==> src/rtl/vcnt_pkg.sv <==
package vcnt_pkg;
   localparam int          REG_AW     = 2;
   localparam logic [1:0]  RA_CHSEL   = 2'd0;
   localparam logic [1:0]  RA_CTRL    = 2'd1;
   localparam logic [1:0]  RA_COUNT   = 2'd2;
   localparam int          CB_CLR     = 0;
   localparam int          CB_UPD     = 1;
   localparam int          CB_BSEL    = 2;
   localparam int          CTRL_W     = 3;

   typedef struct packed {
      logic bsel;
      logic upd;
      logic clr;
   } ctrl_t;
endpackage

==> src/rtl/vcnt_regs.sv <==
module vcnt_regs
   import vcnt_pkg::*;
#(
   parameter int NUM_CH = 8,
   parameter int DATA_W = 8,
   parameter int CHA_W  = 4
) (
   input  logic                  clk,
   input  logic                  rst_n,
   input  logic                  wr_en,
   input  logic [REG_AW-1:0]     addr,
   input  logic [DATA_W-1:0]     wdata,
   output logic [CHA_W-1:0]      sel_q,
   output ctrl_t                 ctrl_q,
   output logic                  sel_valid,
   output logic [NUM_CH-1:0]     upd_vec,
   output logic [NUM_CH-1:0]     clr_vec
);
   logic upd_pulse;
   logic wr_sel, wr_ctrl;
   logic unused_hi;

   assign unused_hi = &{1'b0, wdata[DATA_W-1:CHA_W]};
   assign wr_sel    = wr_en && (addr == RA_CHSEL);
   assign wr_ctrl   = wr_en && (addr == RA_CTRL);
   assign upd_pulse = wr_ctrl && wdata[CB_UPD] && !ctrl_q.upd;
   assign sel_valid = (int'(sel_q) < NUM_CH);

   always_ff @(posedge clk or negedge rst_n) begin
      if (!rst_n) begin
         sel_q  <= '0;
         ctrl_q <= '0;
      end else begin
         if (wr_sel)
            sel_q <= wdata[CHA_W-1:0];
         if (wr_ctrl) begin
            ctrl_q.bsel <= wdata[CB_BSEL];
            ctrl_q.upd  <= wdata[CB_UPD];
            ctrl_q.clr  <= wdata[CB_CLR];
         end
      end
   end

   for (genvar c = 0; c < NUM_CH; c++) begin : g_dec
      assign upd_vec[c] = upd_pulse   && sel_valid && (sel_q == CHA_W'(c));
      assign clr_vec[c] = ctrl_q.clr  && sel_valid && (sel_q == CHA_W'(c));
   end

   AST_UPD_ONESHOT: assert property (@(posedge clk) disable iff (!rst_n)
      (upd_vec != '0) |=> (upd_vec == '0));
   AST_CLR_ONEHOT: assert property (@(posedge clk) disable iff (!rst_n)
      $onehot0(clr_vec) && $onehot0(upd_vec));
endmodule

==> src/rtl/vcnt_chan.sv <==
module vcnt_chan #(
   parameter int CNT_W    = 16,
   parameter bit SATURATE = 1'b1
) (
   input  logic             clk,
   input  logic             rst_n,
   input  logic             strobe,
   input  logic             clr,
   input  logic             snap,
   output logic [CNT_W-1:0] hold_q
);
   localparam logic [CNT_W-1:0] CNT_MAX = '1;

   logic [CNT_W-1:0] cnt_q;
   logic [CNT_W-1:0] cnt_inc;

   if (SATURATE) begin : g_sat
      assign cnt_inc = (cnt_q == CNT_MAX) ? cnt_q : cnt_q + 1'b1;
   end else begin : g_wrap
      assign cnt_inc = cnt_q + 1'b1;
   end

   always_ff @(posedge clk or negedge rst_n) begin
      if (!rst_n)
         cnt_q <= '0;
      else if (clr)
         cnt_q <= '0;
      else if (strobe)
         cnt_q <= cnt_inc;
   end

   always_ff @(posedge clk or negedge rst_n) begin
      if (!rst_n)
         hold_q <= '0;
      else if (snap)
         hold_q <= cnt_q;
   end

   AST_CLR_WINS: assert property (@(posedge clk) disable iff (!rst_n)
      clr |=> (cnt_q == '0));
   AST_IDLE_STABLE: assert property (@(posedge clk) disable iff (!rst_n)
      (!clr && !strobe) |=> $stable(cnt_q));
   AST_HOLD_STABLE: assert property (@(posedge clk) disable iff (!rst_n)
      !snap |=> $stable(hold_q));
   if (SATURATE) begin : g_sat_chk
      AST_NO_OVERFLOW: assert property (@(posedge clk) disable iff (!rst_n)
         (cnt_q == CNT_MAX && !clr) |=> (cnt_q == CNT_MAX));
   end
endmodule

==> src/rtl/vcnt_rdmux.sv <==
module vcnt_rdmux
   import vcnt_pkg::*;
#(
   parameter int NUM_CH = 8,
   parameter int CNT_W  = 16,
   parameter int DATA_W = 8,
   parameter int CHA_W  = 4
) (
   input  logic [NUM_CH*CNT_W-1:0] hold_flat,
   input  logic [CHA_W-1:0]        sel_q,
   input  logic                    sel_valid,
   input  ctrl_t                   ctrl_q,
   input  logic [REG_AW-1:0]       addr,
   output logic [DATA_W-1:0]       rdata
);
   logic [CNT_W-1:0]  held_sel;
   logic [DATA_W-1:0] byte_out;

   always_comb begin
      held_sel = '0;
      for (int c = 0; c < NUM_CH; c++)
         if (sel_valid && sel_q == CHA_W'(c))
            held_sel = hold_flat[c*CNT_W +: CNT_W];
   end

   assign byte_out = ctrl_q.bsel ? held_sel[CNT_W-1 -: DATA_W] : held_sel[DATA_W-1:0];

   always_comb begin
      unique case (addr)
         RA_CHSEL: rdata = DATA_W'(sel_q);
         RA_CTRL:  rdata = DATA_W'(ctrl_q);
         RA_COUNT: rdata = sel_valid ? byte_out : '0;
         default:  rdata = '0;
      endcase
   end
endmodule

==> src/rtl/vcnt_bank.sv <==
module vcnt_bank
   import vcnt_pkg::*;
#(
   parameter int NUM_CH   = 8,
   parameter int CNT_W    = 16,
   parameter int DATA_W   = 8,
   parameter bit SATURATE = 1'b1
) (
   input  logic                 clk,
   input  logic                 rst_n,
   input  logic [NUM_CH-1:0]    viol_strb,
   input  logic                 bus_wr,
   input  logic [REG_AW-1:0]    bus_addr,
   input  logic [DATA_W-1:0]    bus_wdata,
   output logic [DATA_W-1:0]    bus_rdata
);
   localparam int CHA_W = 4;

   if (NUM_CH < 1 || NUM_CH > (1 << CHA_W)) begin : g_bad_ch
      $error("vcnt_bank: NUM_CH must lie in 1..16");
   end
   if (CNT_W != 2 * DATA_W) begin : g_bad_w
      $error("vcnt_bank: CNT_W must be twice DATA_W");
   end
   if (DATA_W < CHA_W + 1) begin : g_bad_d
      $error("vcnt_bank: DATA_W too narrow for the register fields");
   end

   logic [CHA_W-1:0]        sel_q;
   ctrl_t                   ctrl_q;
   logic                    sel_valid;
   logic [NUM_CH-1:0]       upd_vec;
   logic [NUM_CH-1:0]       clr_vec;
   logic [NUM_CH*CNT_W-1:0] hold_flat;

   vcnt_regs #(.NUM_CH(NUM_CH), .DATA_W(DATA_W), .CHA_W(CHA_W)) u_regs (
      .clk       (clk),
      .rst_n     (rst_n),
      .wr_en     (bus_wr),
      .addr      (bus_addr),
      .wdata     (bus_wdata),
      .sel_q     (sel_q),
      .ctrl_q    (ctrl_q),
      .sel_valid (sel_valid),
      .upd_vec   (upd_vec),
      .clr_vec   (clr_vec)
   );

   for (genvar c = 0; c < NUM_CH; c++) begin : g_ch
      vcnt_chan #(.CNT_W(CNT_W), .SATURATE(SATURATE)) u_chan (
         .clk    (clk),
         .rst_n  (rst_n),
         .strobe (viol_strb[c]),
         .clr    (clr_vec[c]),
         .snap   (upd_vec[c]),
         .hold_q (hold_flat[c*CNT_W +: CNT_W])
      );
   end

   vcnt_rdmux #(.NUM_CH(NUM_CH), .CNT_W(CNT_W), .DATA_W(DATA_W), .CHA_W(CHA_W)) u_rdmux (
      .hold_flat (hold_flat),
      .sel_q     (sel_q),
      .sel_valid (sel_valid),
      .ctrl_q    (ctrl_q),
      .addr      (bus_addr),
      .rdata     (bus_rdata)
   );

   AST_NOSEL_ZERO: assert property (@(posedge clk) disable iff (!rst_n)
      (!sel_valid && bus_addr == RA_COUNT) |-> (bus_rdata == '0));
   AST_NOSEL_INERT: assert property (@(posedge clk) disable iff (!rst_n)
      !sel_valid |=> $stable(hold_flat));
   AST_HI_READ_ZERO: assert property (@(posedge clk) disable iff (!rst_n)
      (bus_addr == 2'd3) |-> (bus_rdata == '0));
endmodule

==> config.mk <==
export PLATFORM = sky130hd
export DESIGN_NAME = vcnt_bank
export DESIGN_NICKNAME = d
export VERILOG_FILES = /design/src/rtl/vcnt_pkg.sv /design/src/rtl/vcnt_regs.sv /design/src/rtl/vcnt_chan.sv /design/src/rtl/vcnt_rdmux.sv /design/src/rtl/vcnt_bank.sv
export SDC_FILE = /design/constraint.sdc
export NUM_CORES = 1
export LEC_CHECK = 0
export ABC_AREA = 1
export BUFFER_PORTS_ARGS = -buffer_cell sky130_fd_sc_hd__buf_2
export CORE_ASPECT_RATIO = 1.4
export CORE_MARGIN = 2
export CORE_UTILIZATION = 45
export CTS_BUF_LIST = sky130_fd_sc_hd__clkbuf_8
export DETAILED_ROUTE_END_ITERATION = 10
export HOLD_SLACK_MARGIN = 0.15
export PLACE_DENSITY = 0.73
export RECOVER_POWER = 100
export SLEW_MARGIN = 20
export SYNTH_ARGS = -nofsm -noshare
export SYNTH_HDL_FRONTEND = slang
export SYNTH_SLANG_ARGS = --single-unit
export TNS_END_PERCENT = 10
==> constraint.sdc <==
create_clock -name clk -period 2 [get_ports clk]
set_clock_uncertainty 0.1 [all_clocks]
set_input_delay 0.4 -clock clk [delete_from_list [all_inputs] [get_ports clk]]
set_output_delay 0.4 -clock clk [all_outputs]
set_load 0.1 [all_outputs]
* Word level (Yosys, flattened, before mapping)
Cells that the tools add are included.
** Cells by class
- Add/sub/neg operators :: 8
- Multipliers :: 0
- Divide/modulo/power cells :: 0
- Order comparisons :: 1
- Equal/unequal tests :: 25
- Shift operators :: 0
- Muxes and demuxes :: 35
- Bitwise logic cells :: 0
- Reduce and logical (&&, ||, !) cells :: 49
** Operators by type and width (count)
- $mux 16 :: 32
- $add 16x1->16 const B :: 8
- $eq 16x16->1 const B :: 8
- $logic_and 1x1->1 :: 30
- $pmux 8 s3 :: 1
- $eq 4x3->1 const B :: 4
- $mux 8 :: 2
- $ne 2x1->1 const B :: 8
- $reduce_and 2->1 :: 8
- $reduce_bool 2->1 :: 8
- $eq 4x2->1 const B :: 2
- $eq 4x1->1 const B :: 1
- $logic_not 4->1 :: 1
- $lt 4x4->1 const B :: 1
- $eq 2x1->1 const B :: 1
- $eq 2x2->1 const B :: 1
- $logic_not 2->1 :: 1
- $logic_not 1->1 :: 1
** Storage, ports and cells
- Flip-flop bits (word level) :: 263
- Latch bits :: 0
- Bits in writable memories :: 0
- Bits in read-only memories :: 0
- Word-level logic and storage cells :: 138
- Memories kept :: 0

* Depth between registers and ports, before layout
- Word-level depth :: 13
- Gate-level depth with buffers :: 13
- Mapped depth without buffers :: 13

* Hierarchy
From an unflattened synthesis, not the netlist that was laid out.
** Unflattened totals
- Cells, all modules :: 2000
- Area total of the unflattened synthesis :: 15085.7 µm²
** By module, submodules not included
- vcnt_chan :: instances 8, cells an instance 204, area each 1656.6 µm²
- vcnt_rdmux :: instances 1, cells an instance 305, area each 1396.3 µm²
- vcnt_regs :: instances 1, cells an instance 63, area each 436.7 µm²

* Worst setup path after synthesis
OpenSTA, ideal clock, no wires.
- Kind :: register to output
- Start point :: reg u_regs.sel_q[3]
- End point :: out bus_rdata[7]
- Arrival :: 2798 ps
- Required time :: 1500 ps
- Path slack :: -1298 ps
- Cell stages (with the launch flop) :: 11
- Path buffers :: 1
- Cell sequence :: dfrtp_1 nor2_4 clkbuf_1 nand3_1 nand2_1 o22ai_1 nand2_1 nand2_1 nand3_1 nand2_1 a21oi_1
** Between the ends
- Word-level cells in the longest chain between the ends :: 13
- Elaborated cells between the ends (all ways) :: 28
- Those cells by class :: order compare: 1; eq/ne: 7; mux: 11; reduce/logical: 9
** RTL lines
- from (decl) :: RTL line vcnt_regs.sv:13 : output logic [CHA_W-1:0] sel_q,
- from (signal assigned) :: RTL line vcnt_regs.sv:35 : sel_q <= wdata[CHA_W-1:0];
- $lt 4x4->1 or $logic_not 4->1 (tied branches) :: RTL line vcnt_regs.sv:27, vcnt_rdmux.sv:22
- $logic_and 1x1->1 :: RTL line vcnt_rdmux.sv:22 : if (sel_valid && sel_q == CHA_W'(c))
- $mux 16 (8 in a row) :: RTL line vcnt_rdmux.sv:22
- $mux 8 :: RTL line vcnt_rdmux.sv:26 : assign byte_out = ctrl_q.bsel ? held_sel[CNT_W-1 -: DATA_W] : held_sel[DATA_W-1:0];
- $mux 8 (*) :: RTL line vcnt_rdmux.sv:32 : RA_COUNT: rdata = sel_valid ? byte_out : '0;
- $pmux 8 s3 (*) :: RTL line vcnt_rdmux.sv:29 : unique case (addr)
- to (decl) :: RTL line vcnt_bank.sv:15 : output logic [DATA_W-1:0] bus_rdata
Mark *: on every way between the ends. The rest lies on a longest branch, timed or not.

* Final worst setup path
- Start point :: reg u_regs.sel_q[2]
- End point :: out bus_rdata[2]
** Between the ends
- Word-level cells in the longest chain between the ends :: 13
- Elaborated cells between the ends (all ways) :: 28
- Those cells by class :: order compare: 1; eq/ne: 7; mux: 11; reduce/logical: 9
** RTL lines (RTL line)
- $lt 4x4->1 or $logic_not 4->1 (tied branches) :: vcnt_regs.sv:27, vcnt_rdmux.sv:22
- $logic_and 1x1->1 :: vcnt_rdmux.sv:22
- $mux 16 (8 in a row) :: vcnt_rdmux.sv:22
- $mux 8 :: vcnt_rdmux.sv:26
- $mux 8 :: vcnt_rdmux.sv:32
- $pmux 8 s3 (*) :: vcnt_rdmux.sv:29
Marked as above.

==> flow_summary.toml <==
[outcome]
run_status = "finished with violations"
failed_checks = "negative setup slack"

[yosys]
synth_adder_area_share = 0.007116
synth_cell_types = 49
synth_compound_gate_area_share = 0.1278
yosysWarningCount = 0
yosys_most_used_dff = "sky130_fd_sc_hd__dfrtp_1"
synth_mux_area_frac = 0.01281
postSynthCellCount = 1765
ys_seq_area_frac = 0.4679
postSynthNetCount = 1794
synth_area_per_cell_um2 = 7.969
netlist.top_cell.by_area = "sky130_fd_sc_hd__dfrtp_1"
synth_simple_gate_area_frac = 0.2759
yosysTopAreaCellShare = 0.4679
synth_top_cells_by_area = "sky130_fd_sc_hd__dfrtp_1 (47%), sky130_fd_sc_hd__nand2_1 (12%), sky130_fd_sc_hd__o21ai_0 (6.9%)"
netlist_area_um2 = 14070
synth_register_bits = 263
synth_edf_count = 0
synth-xor-area-share = 0.03051
async_flop_share = 1.000
synth_top_family_by_area = "simple AND/OR/NAND/NOR gates"

[route]
drtAntennaViolNets = 0
wl_per_cell_um = 16.23
detail_route.first_pass.iterations = 6
drt_iter0_drc = 858
dr_total_vias = 12771
routed_wirelength_um = 38090
drc_errors = 0
route.detailed.vias_per_inst = 5.441

[setup_path]
timing.critical_path.buf_inv = 3
r2r.worst_path.cells = 12
critical_path.max_fanout = 7
worst_setup_path_start_kind = "flop"
cp_slowest_stage_delay_ns = 0.43
required_ns = 1.50
critical_path_class = "flop to output port"
path_depth = 12
worstPathCellList = "nor2_4 > buf_12 > buf_8 > nand3_1 > nand3_2 > nor2_1 > nand4_1 > nand2_1 > nand2_1 > nand3_1 > nand2_2 > buf_12"
cp-end-kind = "output port"
critPathSlowestCell = "sky130_fd_sc_hd__dfrtp_1"
critPathTopFamily = "simple AND/OR/NAND/NOR gates"
data_arrival_critical_path_ns = 2.44

[floorplan]
dieArea_um2 = 32710
initial_utilization = 0.4565
number_of_placed_i_o_pins = 29
dieHeight_um = 213.2
placementRows = 76
dieWidth_um = 153.4
core_region_area_um2 = 30810

[sta]
tightestPinTransition_ns = 0.9300
fin_ws_ns = -0.9421
hold_violations = 0
fin_crit_sh = 1.471
report.final.setup_viol = 59
finalMaxSlewViolations = 0
fin_crit_ns = 2.942
timing.fmax_mhz = 339.9
rsz_0062_raised_after_global_routing = "true"
slew_headroom = 0.3800

[pwr]
ir_drop_uv = 631.3
seqPwrFrac = 0.435
comb_power_share = 0.237
internal_power_uw = 10470
p_leak_uw = 0.007710
power_per_cell_area_nw_per_um2 = 923.0
power.switching_uw = 5251
swShare = 0.3341
pwr-share-clk = 0.328

[clock_tree]
number_of_buffers_on_the_longest_clock_path = 3
cts-buffers-inserted = 43
path_clk_slew_ns = 0.06
cts_tree = "yes"
cts.root.buffer_cell = "sky130_fd_sc_hd__clkbuf_8"
clkSinkCount = 263
h-tree-depth = 2
insertion_delay_ns = 0.57

[placement]
cell_count_after_placement = 2250
io_buffer_count = 24
finalWeightedCongestion = 0.9545
place_ws_ns = -0.3552
place_hpwl_um = 28390
postPlaceCellArea_um2 = 15680

[global_routing]
grt_usage = 0.2324
grt-ovfl-total = 0
grt_pass1_wl_um = 61640
grt_pass1_vias = 12713
grt_antenna_before_repair = 0
grt_start_max_net_pins = 61
top_usage_layer_grt = "met2"
globalRouteMet2Util = 0.4320
met3_usage = 0.02943
globalRouteMet1Util = 0.2650

[layout]
final-instance-count-excl-fill = 2347
final_area_um2 = 17030
post_route_cells_drive_above_1_share = 0.2059
finalNetCount = 1955
diodes = 0
final_core_utilization = 0.5528
flow.area_growth_from_synthesis_pct = 21.07

[worst_hold_path]
hold-path-cell-count = 4
hold_class = "primary input to flop"

[job]
max_cap_viols = 0
logic make-up (layout without fill, tap and decap cells):
kind of cell,after synthesis,after routing
adder cells (fa/ha/maj),8,8
flip-flops,263,263
AO/OA/AOI/OAI,317,317
buffers and inverters,258,450
XOR/XNOR,49,49
multiplexers,16,16
AND/OR/NAND/NOR,854,854
worst reg2reg max path: stages, from the launching register on:
cell,delay [ns]
sky130_fd_sc_hd__dfrtp_1,0.43
sky130_fd_sc_hd__nor2_4,0.24
sky130_fd_sc_hd__buf_12,0.16
sky130_fd_sc_hd__nand2_2,0.08
sky130_fd_sc_hd__buf_4,0.14
sky130_fd_sc_hd__nor2_4,0.11
sky130_fd_sc_hd__inv_1,0.07
sky130_fd_sc_hd__nand4_1,0.12
sky130_fd_sc_hd__o21ai_2,0.09
sky130_fd_sc_hd__inv_2,0.07
sky130_fd_sc_hd__buf_12,0.14
sky130_fd_sc_hd__nand2_1,0.08
sky130_fd_sc_hd__a21oi_2,0.13
metal layers:
layer / wire [um] / share of wire / up-vias
met5: 0 / 0 / -
met4: 1686 / 0.044 / 0
met3: 1633 / 0.043 / 125
met2: 20050 / 0.53 / 364
met1: 14720 / 0.39 / 6072
li1: - / - / 6210
state kept, by name (all words and copies together) (netlist names):
register	flops
g_ch.u_chan.cnt_q	128
u_regs.ctrl_q	3
u_regs.sel_q	4
g_ch.u_chan.hold_q	128
Yosys cell counts (16+ instances only):
master / n
sky130_fd_sc_hd__or2_2: 20
sky130_fd_sc_hd__clkbuf_1: 28
sky130_fd_sc_hd__o21ai_0: 193
sky130_fd_sc_hd__nand2_1: 444
sky130_fd_sc_hd__dfrtp_1: 263
sky130_fd_sc_hd__nand4_1: 61
sky130_fd_sc_hd__o21ai_1: 28
sky130_fd_sc_hd__buf_2: 18
sky130_fd_sc_hd__a21oi_1: 41
sky130_fd_sc_hd__inv_1: 173
sky130_fd_sc_hd__o31ai_1: 19
sky130_fd_sc_hd__nor3_1: 64
sky130_fd_sc_hd__inv_2: 19
sky130_fd_sc_hd__nor2_1: 76
sky130_fd_sc_hd__xor2_1: 44
sky130_fd_sc_hd__mux2_2: 16
sky130_fd_sc_hd__nand3_1: 144
metrics by stage:
step	TNS (ns)	total power, uW	hold slack, ns
final	-8.740	15720	0.1689
after global routing	-26.23	16590	0.1740
after CTS	-7.057	15670	0.1509
after detailed placement	-2.477	10400	0.2917
after global placement	-2.285	10270	0.2913
after floorplan	-2.159	9039	0.004409
area by class of cell:
cell class	count	area [um^2]
fillers	2840	13780
multi-input cells	1244	6713
flip-flops and latches	263	6585
repair buffers	177	1518
inverters	195	764.5
clock buffers	55	757.0
well taps	390	488.0
clock inverters	21	195.2
repair inverters	2	10.01
placed cells by master (no fill, tap or decap), types with 7 or more instances in the layout:
master,instances
sky130_fd_sc_hd__inv_2,22
sky130_fd_sc_hd__buf_6,9
sky130_fd_sc_hd__nand4_1,61
sky130_fd_sc_hd__or2_2,19
sky130_fd_sc_hd__buf_4,105
sky130_fd_sc_hd__buf_2,16
sky130_fd_sc_hd__nand2_2,20
sky130_fd_sc_hd__mux2_2,16
sky130_fd_sc_hd__nand3_1,130
sky130_fd_sc_hd__nor2_2,7
sky130_fd_sc_hd__dlygate4sd3_1,10
sky130_fd_sc_hd__nor2_1,69
sky130_fd_sc_hd__o31ai_1,14
sky130_fd_sc_hd__clkbuf_2,8
sky130_fd_sc_hd__buf_12,15
sky130_fd_sc_hd__clkbuf_8,55
sky130_fd_sc_hd__nand2_1,427
sky130_fd_sc_hd__o21ai_1,34
sky130_fd_sc_hd__a21oi_1,34
sky130_fd_sc_hd__o21ai_0,186
sky130_fd_sc_hd__o31ai_2,9
sky130_fd_sc_hd__dfrtp_1,260
sky130_fd_sc_hd__nor2_4,13
sky130_fd_sc_hd__nor3_1,61
sky130_fd_sc_hd__xor2_1,44
sky130_fd_sc_hd__inv_1,178
sky130_fd_sc_hd__nor4_1,11
sky130_fd_sc_hd__nand3_2,17
what timing repair did:
action                                  CTS  global route
hold endpoints to repair                242             0
resized for setup                        18            86
buffers inserted                          3             4
cloned                                    0             4
hold buffers                             10             0
pin swaps                                 4            15
endpoints found under the setup margin   24           110
power by group through the flow:
stage,Sequential (uW),Clock [uW],Combinational (uW)
after floorplan,6720,0,2320
after global placement,6870,0,3400
after detailed placement,6890,0,3510
after CTS,6820,5280,3570
after global routing,6940,5490,4160
final,6830,5160,3730
path summary, 6_finish.rpt:
check | start | to | slack, ns
max in group asynchronous | rst_n | u_regs.sel_q[1] | 0.21
worst min-delay path | viol_strb[4] | g_ch[4].u_chan.cnt_q[1] | 0.17
worst max register to register | u_regs.sel_q[2] | g_ch[0].u_chan.cnt_q[10] | -0.05
min in group asynchronous | rst_n | g_ch[1].u_chan.hold_q[12] | 0.45
worst max-delay path | u_regs.sel_q[2] | bus_rdata[2] | -0.94
worst min register to register | g_ch[7].u_chan.hold_q[10] | g_ch[7].u_chan.hold_q[10] | 0.39
Power figures use the tool's default switching activity.
